**config.mk**
```make
export PLATFORM = sky130hd
export DESIGN_NAME = tdm_chain_tx
export DESIGN_NICKNAME = d
export VERILOG_FILES = /design/src/rtl/tdm_chain_pkg.sv /design/src/rtl/tdm_frame_timer.sv /design/src/rtl/tdm_local_shifter.sv /design/src/rtl/tdm_chain_delay.sv /design/src/rtl/tdm_chain_tx.sv
export SDC_FILE = /design/constraint.sdc
export NUM_CORES = 1
export LEC_CHECK = 0
export ABC_AREA = 1
export BUFFER_PORTS_ARGS = -buffer_cell sky130_fd_sc_hd__buf_2
export CAP_MARGIN = 5
export CORE_MARGIN = 2
export CORE_UTILIZATION = 55
export DETAILED_ROUTE_END_ITERATION = 6
export GPL_TIMING_DRIVEN = 1
export PLACE_DENSITY = 0.76
export SYNTH_ARGS = -nofsm -noshare
export SYNTH_HDL_FRONTEND = slang
export SYNTH_SLANG_ARGS = --single-unit
```
**constraint.sdc**
```tcl
create_clock -name bclk -period 10.6 [get_ports bclk]
set_input_delay 1.59 -clock bclk [delete_from_list [all_inputs] [get_ports bclk]]
set_output_delay 1.59 -clock bclk [all_outputs]
set_load 0.05 [all_outputs]
```
**src/rtl/tdm_chain_pkg.sv**
```systemverilog
package tdm_chain_pkg;
  typedef enum logic {
    SEG_LOCAL   = 1'b0,
    SEG_FORWARD = 1'b1
  } seg_e;
endpackage

```
**src/rtl/tdm_frame_timer.sv**
```systemverilog
module tdm_frame_timer #(
  parameter int FRAME_BITS = 256,
  parameter int LOCAL_BITS = 128,
  localparam int CW = $clog2(FRAME_BITS)
) (
  input  logic          bclk,
  input  logic          rst_n,
  input  logic          fsync,
  output logic [CW-1:0] pos,
  output logic          frame_start,
  output logic          synced,
  output tdm_chain_pkg::seg_e seg
);
  logic          fs_q, fs_d;
  logic [CW-1:0] pos_q, pos_d;
  logic          synced_q, synced_d;
  logic          sync_edge, wrap;

  always_comb begin
    sync_edge   = fsync & ~fs_q;
    wrap        = synced_q && (pos_q == CW'(FRAME_BITS - 1));
    frame_start = sync_edge | wrap;
    fs_d        = fsync;
    synced_d    = synced_q | sync_edge;
    if (frame_start)   pos_d = '0;
    else if (synced_q) pos_d = pos_q + CW'(1);
    else               pos_d = pos_q;
  end

  always_ff @(posedge bclk or negedge rst_n) begin
    if (!rst_n) begin
      fs_q     <= 1'b0;
      pos_q    <= '0;
      synced_q <= 1'b0;
    end else begin
      fs_q     <= fs_d;
      pos_q    <= pos_d;
      synced_q <= synced_d;
    end
  end

  assign pos    = pos_q;
  assign synced = synced_q;
  assign seg    = (pos_q < CW'(LOCAL_BITS)) ? tdm_chain_pkg::SEG_LOCAL
                                             : tdm_chain_pkg::SEG_FORWARD;

  p_restart_r2: assert property (@(posedge bclk) disable iff (!rst_n)
    (fsync && !fs_q) |=> (pos_q == '0) && synced_q);

  p_advance_r3: assert property (@(posedge bclk) disable iff (!rst_n)
    (synced_q && !(fsync && !fs_q) && pos_q != CW'(FRAME_BITS - 1))
      |=> pos_q == $past(pos_q) + CW'(1));

  p_wrap_r3: assert property (@(posedge bclk) disable iff (!rst_n)
    (synced_q && pos_q == CW'(FRAME_BITS - 1)) |=> pos_q == '0);
endmodule

```
**src/rtl/tdm_local_shifter.sv**
```systemverilog
module tdm_local_shifter #(
  parameter int SLOT_W   = 32,
  parameter int SAMPLE_W = 24,
  parameter int LOCAL_CH = 4,
  localparam int LOCAL_BITS = SLOT_W * LOCAL_CH,
  localparam int PAD        = SLOT_W - SAMPLE_W
) (
  input  logic                         bclk,
  input  logic                         rst_n,
  input  logic                         load,
  input  logic [LOCAL_CH*SAMPLE_W-1:0] words,
  output logic                         head_bit
);
  logic [LOCAL_BITS-1:0] packed_w;
  logic [LOCAL_BITS-1:0] sh_q, sh_d;

  for (genvar c = 0; c < LOCAL_CH; c++) begin : g_ch
    if (PAD > 0) begin : g_pad
      assign packed_w[LOCAL_BITS-1-c*SLOT_W -: SLOT_W] =
        {words[c*SAMPLE_W +: SAMPLE_W], {PAD{1'b0}}};
    end else begin : g_full
      assign packed_w[LOCAL_BITS-1-c*SLOT_W -: SLOT_W] = words[c*SAMPLE_W +: SAMPLE_W];
    end
  end

  always_comb begin
    if (load) sh_d = packed_w;
    else      sh_d = {sh_q[LOCAL_BITS-2:0], 1'b0};
  end

  always_ff @(posedge bclk or negedge rst_n) begin
    if (!rst_n) sh_q <= '0;
    else        sh_q <= sh_d;
  end

  assign head_bit = sh_q[LOCAL_BITS-1];
endmodule

```
**src/rtl/tdm_chain_delay.sv**
```systemverilog
module tdm_chain_delay #(
  parameter int DEPTH = 128
) (
  input  logic bclk,
  input  logic rst_n,
  input  logic din,
  output logic dout
);
  logic [DEPTH-1:0] line_q, line_d;

  always_comb line_d = {line_q[DEPTH-2:0], din};

  always_ff @(posedge bclk or negedge rst_n) begin
    if (!rst_n) line_q <= '0;
    else        line_q <= line_d;
  end

  assign dout = line_q[DEPTH-1];
endmodule

```
**src/rtl/tdm_chain_tx.sv**
```systemverilog
module tdm_chain_tx #(
  parameter int SLOT_W      = 32,
  parameter int SAMPLE_W    = 24,
  parameter int LOCAL_CH    = 4,
  parameter int FRAME_SLOTS = 8,
  localparam int LOCAL_BITS = SLOT_W * LOCAL_CH,
  localparam int FRAME_BITS = SLOT_W * FRAME_SLOTS,
  localparam int CW         = $clog2(FRAME_BITS),
  localparam int SLOT_LOG   = $clog2(SLOT_W)
) (
  input  logic                         bclk,
  input  logic                         rst_n,
  input  logic                         fsync,
  input  logic [LOCAL_CH*SAMPLE_W-1:0] local_words,
  input  logic                         tdm_in,
  output logic                         tdm_out
);
  import tdm_chain_pkg::*;

  logic          rs0_q, rs1_q, rst_n_i;
  logic [CW-1:0] pos;
  logic          frame_start, synced;
  seg_e          seg;
  logic          sh_bit, dly_bit, bit_d, out_q;
  logic [SLOT_LOG-1:0] slot_bit;

  always_ff @(posedge bclk or negedge rst_n) begin
    if (!rst_n) begin
      rs0_q <= 1'b0;
      rs1_q <= 1'b0;
    end else begin
      rs0_q <= 1'b1;
      rs1_q <= rs0_q;
    end
  end
  assign rst_n_i = rs1_q;

  tdm_frame_timer #(.FRAME_BITS(FRAME_BITS), .LOCAL_BITS(LOCAL_BITS)) i_timer (
    .bclk(bclk), .rst_n(rst_n_i), .fsync(fsync), .pos(pos),
    .frame_start(frame_start), .synced(synced), .seg(seg)
  );

  tdm_local_shifter #(.SLOT_W(SLOT_W), .SAMPLE_W(SAMPLE_W), .LOCAL_CH(LOCAL_CH)) i_shift (
    .bclk(bclk), .rst_n(rst_n_i), .load(frame_start), .words(local_words), .head_bit(sh_bit)
  );

  tdm_chain_delay #(.DEPTH(LOCAL_BITS)) i_delay (
    .bclk(bclk), .rst_n(rst_n_i), .din(tdm_in), .dout(dly_bit)
  );

  assign slot_bit = pos[SLOT_LOG-1:0];

  always_comb begin
    if (!synced)               bit_d = 1'b0;
    else if (seg == SEG_LOCAL) bit_d = sh_bit;
    else                       bit_d = dly_bit;
  end

  always_ff @(negedge bclk or negedge rst_n_i) begin
    if (!rst_n_i) out_q <= 1'b0;
    else          out_q <= bit_d;
  end
  assign tdm_out = out_q;

  p_quiet_r1: assert property (@(negedge bclk) disable iff (!rst_n_i)
    !synced |=> tdm_out == 1'b0);

  p_local_r4: assert property (@(negedge bclk) disable iff (!rst_n_i)
    (synced && seg == SEG_LOCAL) |=> tdm_out == $past(sh_bit));

  p_pad_zero_r5: assert property (@(negedge bclk) disable iff (!rst_n_i)
    (synced && seg == SEG_LOCAL && int'(slot_bit) >= SAMPLE_W) |=> tdm_out == 1'b0);

  p_forward_r7: assert property (@(negedge bclk) disable iff (!rst_n_i)
    (synced && seg == SEG_FORWARD) |=> tdm_out == $past(dly_bit));
endmodule

```
# After elaboration in Yosys (flattened, before gate mapping)
# Cells that the tools add are included.
word_totals:
  out_inout_bits: 1
  ramBits: 0
  elab_cells: 22
  rom_bits: 0
  input_bits: 100
  latch_bits: 0
  register_bits: 269
  mem_count: 0
op_classes:
  eq_ne: 1
  div_mod_pow: 0
  bitwise_logic: 4
  muxes: 5
  add_sub_neg: 1
  n_lt_le_gt_ge: 1
  reduce_logical: 2
  shifts: 0
  mul: 0
ops:
  columns: ["cell", "n"]
  rows:
  - ["128-bit two-way mux", 1]
  - ["8-bit two-way mux", 2]
  - ["8-bit by 1-bit adder with 8-bit output, second input constant", 1]
  - ["8-bit equality test, second input constant", 1]
  - ["8-bit < comparator, second input constant", 1]
  - ["1-bit two-way mux", 2]
  - ["1-bit OR", 2]
  - ["2-bit nonzero test", 1]
  - ["1-bit AND", 1]
  - ["1-bit logical AND", 1]
  - ["1-bit inverter", 1]

# Depth between registers and ports, before layout
# Gate-level depths: netlist of run 1.
depth:
  ltp_word: 4
  mapped_depth: 9

# By module
# Synthesis of run 1 repeated with hierarchy kept, for this count alone.
hier_totals:
  cells_unflattened: 686
  area_unflattened_um2: 8242.9
modules_own_cells:
  columns: ["module", "area_per_inst_um2", "instances", "seq_area_each_um2", "cells_per_inst"]
  rows:
  - ["tdm_local_shifter", 4371.7, 1, 3002.9, 479]
  - ["tdm_chain_delay", 3203.1, 1, 3203.1, 128]
  - ["tdm_frame_timer", 568.0, 1, 250.2, 70]
  - ["tdm_chain_tx", 100.1, 1, 75.1, 9]

==> results.tsv, run 1 <==
stage	metric	value	unit
clock_tree	postCtsSetupRepairBufs	0	
critical_path	worstPathMaxFanout	1	
critical_path	endpoint_kind	output pin	
sta	finalHoldViolations	0	
cells_and_area	antennaDiodeCount	0	
yosys	synth_mux_area_frac	0	
drt	vias_per_cell	4.72	
critical_path	r2r-start	i_timer.pos[7]$_DFFE_PN0P_	
drt	wl_per_cell	14.1	um
yosys	synth_top_family_by_area	simple AND/OR/NAND/NOR gates	
die	die_y	126	um
cells_and_area	area_growth	18.3	%
die	dieArea	0.0160	mm^2
power	ir_drop	129	uV
drt	dr.pass1.iters	4	
die	core	0.0146	mm^2
power	power_leakage	5.26	nW
sta	slew_headroom	0.210	
sta	rsz0062_at_grt	false	
clock_tree	clock-sinks	261	
sta	final.setup.tns	0	ns
sta	setup-violations-final	0	
global_routing	grt_pass1_wl	23900	um
critical_path	cp_cell_sequence	buf_2	
drt	postRouteAntennaNets	0	
critical_path	cp_data_arrival_time	6.43	ns
critical_path	crit_path_top_delay_cell	dfrtn_1	
placement	place_hpwl	7280	um
clock_tree	cts_tree	built	
outcome	status	finished, final reports clean	
clock_tree	worstSkewPairLatency	0.50	ns
clock_tree	htree_levels	1	
cells_and_area	nets	885	
yosys	synth_cell_type_count	18	
critical_path	crit_type	flip-flop to output pin	
yosys	synth-simple-area-share	0.163	
cells_and_area	final_common_cell	nand2_1	
yosys	syn-cell-area	0.00823	mm^2
yosys	synth_compound_area_frac	0.00426	
yosys	ys_ff_latch	261	
sta	drv_slew	0	
cells_and_area	layout_common_cells	nand2_1, dfrtp_1, buf_2, nor2_1, inv_1	
yosys	synthCells	680	
die	io_pins	101	
cells_and_area	final_layout_size_suffix_gt1_frac	0.186	
yosys	synth_nets	781	
global_routing	overflow	0	
clock_tree	cts_buffer_depth	3	
die	fp.dieW	126	um
placement	gp_congestion	0.788	
sta	worst_pin_slew	1.19	ns
critical_path	slowest_delay	0.38	ns
clock_tree	postCtsHoldBufs	0	
critical_path	crit_family	flip-flops	
critical_path	required	9.01	ns
clock_tree	cts-root-buf	clkbuf_16	
die	start_util	0.564	
critical_path	critPathLaunchType	flip-flop	
drt	drc	0	
global_routing	grt_pass1_vias	4920	
drt	drt_wl_total	13900	um
sta	finalWorstSetupSlack	2.58	ns
yosys	synthAdderAreaFrac	0.00152	
global_routing	track_usage	0.183	
power	powerDensity	220	mW/mm^2
drt	vias	4658	
yosys	synth_area_per_cell	12.1	um^2
yosys	ys_warn_count	0	
global_routing	antenna_found_initial	1	
clock_tree	cts_buffers	24	
placement	pre_cts_slack	3.10	ns
global_routing	grt_max_degree	216	
die	rows	44	
yosys	synth_xor_area_frac	0.00106	
worst_hold_path	hp-class	flip-flop to async pin	
drt	drt-initial-drc-count	293	
clock_tree	path_clk_slew	0.06	ns
yosys	synth-seq-area-share	0.794	
critical_path	crit_start	tdm_out$_DFF_NN0_	
sta	skew	0.0166	ns
clock_tree	cts-resized-gates	0	
job	max_cap_violations	0	
critical_path	crit_buf_inv	1	
placement	port_buffers	100	
## cell type report
type	instances	area, um^2
well taps	184	230
flip-flops and latches	261	6540
repair buffers	102	528
multi-input cells	361	1420
fillers	1031	4860
inverters	34	128
clock buffers	36	747
clock inverters	8	149
## worst paths after layout
check,endpoint,slack [ns],cells past startpoint
setup / recovery,tdm_out,2.58,1
hold / removal,i_timer.pos[4]$_DFFE_PN0P_,0.32,0
setup reg to reg,tdm_out$_DFF_NN0_,4.52,2
hold reg to reg,i_timer.pos[4]$_DFFE_PN0P_,0.32,0
max in group asynchronous,tdm_out$_DFF_NN0_,4.67,0
min in group bclk,i_delay.line_q[47]$_DFF_PN0_,0.34,0
## state kept, by name, indices dropped and copies added, names as in the netlist
signal / flops
i_delay.line_q: 128
i_shift.sh_q: 120
i_timer.fs_q: 1
i_timer.pos: 8
i_timer.synced: 1
rs0_q: 1
rs1_q: 1
tdm_out: 1
## metrics by stage
| step | total power (W) | hold slack [ns] | area (um^2) | utilization | instances |
|---|---|---|---|---|---|
| after floorplan | 0.00117 | 0.331 | 8230 | - | 680 |
| after global placement | 0.00121 | 0.332 | 8840 | 0.606 | 942 |
| after detailed placement | 0.00122 | 0.335 | 8840 | 0.606 | 942 |
| after CTS | 0.00216 | 0.341 | 9730 | 0.667 | 986 |
| after global routing | 0.00223 | 0.352 | 9730 | 0.667 | 986 |
| final | 0.00214 | 0.325 | 9730 | 0.667 | 986 |
## power by group
group	internal [W]	leakage, nW	switching, W	total [W]
sequential	0.00106	3.35	0.0000269	0.00109
combinational	0.0000409	1.47	0.0000704	0.000111
clock	0.000585	0.434	0.000356	0.000942
total	0.00169	5.26	0.000454	0.00214
## kinds of logic (layout without fill, tap and decap cells)
family / after synthesis / in the layout
adders and majority gates: 1 / 1
and+or+nand+nor: 351 / 351
xor gates and xnor gates: 1 / 1
DFF: 261 / 261
other: 1 / 1
AOI/OAI and AO/OA: 7 / 7
buffers and inverters: 58 / 180
## per-layer routing
metal / track usage / wire, um / up-vias
li1: - / - / 2234
met1: 0.269 / 6440 / 2279
met2: 0.286 / 6480 / 111
met3: 0.0363 / 683 / 32
met4: 0.0549 / 336 / 2
met5: 0 / 13 / -
## synthesized netlist by cell type
cell     instances  area [um^2]
nand3_1          4         20.0
nor3_1           2         10.0
a21oi_1          4         20.0
nand2_2          3         18.8
nand2_1        304         1140
buf_4            2         15.0
conb_1           1         3.75
nand4_1          2         12.5
o21ai_0          3         15.0
dfrtp_1        260         6510
buf_2           15         75.1
inv_1           34          128
xor2_1           1         8.76
nor2_1          35          131
dfrtn_1          1         25.0
nor2_2           1         6.26
ha_1             1         12.5
buf_6            7         78.8
Note: power is estimated with default switching activity, not from simulation.
==> run 2: changes to the inputs <==
==> constraint.sdc (replaced) <==
create_clock -name bclk -period 7.6 [get_ports bclk]
set_input_delay 1.14 -clock bclk [delete_from_list [all_inputs] [get_ports bclk]]
set_output_delay 1.14 -clock bclk [all_outputs]
set_load 0.05 [all_outputs]
==> run 2 against run 1 <==
  * Worst hold slack better by 0.022 ns
  * Via count is 0.47% higher
  * Core utilization is 0.76 points lower
  * Die area stayed put
  * Highest routed layer is now met4
==> results.tsv, run 2 (same netlist as run 1, synthesis figures left out) <==
stage	metric	value	unit
clock_tree	postCtsHoldBufs	0	
critical_path	critPathLaunchType	flip-flop	
clock_tree	cts-root-buf	clkbuf_16	
cells_and_area	multi_input_area	0.00142	mm^2
clock_tree	cts_buffer_depth	3	
drt	wl_per_cell	14.1	um
placement	place_area	0.00884	mm^2
clock_tree	postCtsSetupRepairBufs	0	
clock_tree	cts-resized-gates	0	
clock_tree	worstSkewPairLatency	0.51	ns
drt	drt_wl_total	13900	um
clock_tree	cts_buffers	25	
cells_and_area	fillers	1049	
die	io_pins	101	
drt	vias	4680	
placement	port_buffers	100	
die	start_util	0.564	
sta	rsz0062_at_grt	false	
drt	drc	0	
critical_path	endpoint_kind	output pin	
global_routing	grt_pass1_vias	5026	
placement	gp_congestion	0.751	
critical_path	required	6.46	ns
sta	setup-violations-final	0	
critical_path	cp_cell_sequence	buf_2	
cells_and_area	area_growth	16.9	%
critical_path	cp_data_arrival_time	4.94	ns
sta	worst_pin_slew	1.19	ns
job	max_cap_violations	0	
power	ir_drop	163	uV
power	total_power	0.00285	W
power	power_leakage	5.22	nW
cells_and_area	final_layout_size_suffix_gt1_frac	0.181	
clock_tree	path_clk_slew	0.06	ns
die	die_y	126	um
critical_path	crit_family	flip-flops	
cells_and_area	nets	886	
cells_and_area	antennaDiodeCount	0	
cells_and_area	layout_common_cells	nand2_1, dfrtp_1, buf_2, nor2_1, inv_1	
sta	slew_headroom	0.209	
cells_and_area	final_common_cell	nand2_1	
drt	dr.pass1.iters	4	
placement	place_hpwl	7230	um
critical_path	crit_path_top_delay_cell	dfrtn_1	
drt	vias_per_cell	4.75	
die	dieArea	0.0160	mm^2
global_routing	antenna_found_initial	0	
cells_and_area	largest_register_ffs	128	
cells_and_area	final_util	0.660	
global_routing	track_usage	0.186	
sta	skew	0.0152	ns
sta	final.setup.tns	0	ns
cells_and_area	final_area	0.00962	mm^2
worst_hold_path	hp-class	flip-flop to flip-flop	
clock_tree	cts_tree	built	
die	rows	44	
global_routing	overflow	0	
global_routing	grt_pass1_wl	24100	um
sta	finalHoldViolations	0	
critical_path	crit_buf_inv	1	
clock_tree	htree_levels	1	
critical_path	slowest_delay	0.38	ns
drt	drt-initial-drc-count	325	
global_routing	grt_max_degree	201	
cells_and_area	seq_area	0.00654	mm^2
sta	drv_slew	0	
die	core	0.0146	mm^2
critical_path	crit_type	flip-flop to output pin	
critical_path	worstPathMaxFanout	1	
die	fp.dieW	126	um
clock_tree	clock-sinks	261	
cells_and_area	top_register	i_delay.line_q	
outcome	status	finished, final reports clean	
drt	postRouteAntennaNets	0	
power	powerDensity	297	mW/mm^2
-- run 2: cell types whose count changed in the layout (fill, tap and decap cells not counted), sizes merged --
cell	before	now
clkinv	2	5
bufinv	4	1
inv	34	35
clkinvlp	2	0
-- run 2: final cells by class --
class,count,area share
timing repair buffer,102,0.0549
tap,184,0.0239
inverter,34,0.0133
multi-input combinational,361,0.147
clock inverter,7,0.00702
sequential,261,0.679
clock buffer,36,0.0745
-- run 2: path summary, 6_finish.rpt --
kind	start	to	slack (ns)	cells past startpoint
worst max-delay path	tdm_out$_DFF_NN0_	tdm_out	1.52	1
worst min-delay path	i_delay.line_q[120]$_DFF_PN0_	i_delay.line_q[121]$_DFF_PN0_	0.35	0
worst max register to register	rs1_q$_DFF_PN0_	tdm_out$_DFF_NN0_	3.00	0
worst min register to register	i_delay.line_q[120]$_DFF_PN0_	i_delay.line_q[121]$_DFF_PN0_	0.35	0
max in group asynchronous	rs1_q$_DFF_PN0_	tdm_out$_DFF_NN0_	3.00	0
min in group asynchronous	rs1_q$_DFF_PN0_	i_delay.line_q[82]$_DFF_PN0_	0.41	0
-- run 2: per-stage QoR --
step / std cells / setup slack [ns] / hold WS, ns
after floorplan: 680 / 1.30 / 0.331
after global placement: 942 / 2.04 / 0.332
after detailed placement: 942 / 2.05 / 0.335
after CTS: 985 / 1.50 / 0.348
after global routing: 985 / 1.48 / 0.353
final: 985 / 1.52 / 0.347
-- run 2: where the power goes --
group	total [W]	switching [W]	leakage (nW)	internal, W
Clock	0.00118	0.000493	0.390	0.000687
Combinational	0.000154	0.0000972	1.47	0.0000573
Sequential	0.00152	0.0000378	3.35	0.00148
Total	0.00285	0.000629	5.22	0.00222
-- run 2: metal layers --
layer  vias up  GRT usage  share of wire
met3        27     0.0350          0.054
li1       2231          -              -
met4         0     0.0524          0.015
met2       119      0.297           0.48
met1      2303      0.268           0.45
met5         -          0              0
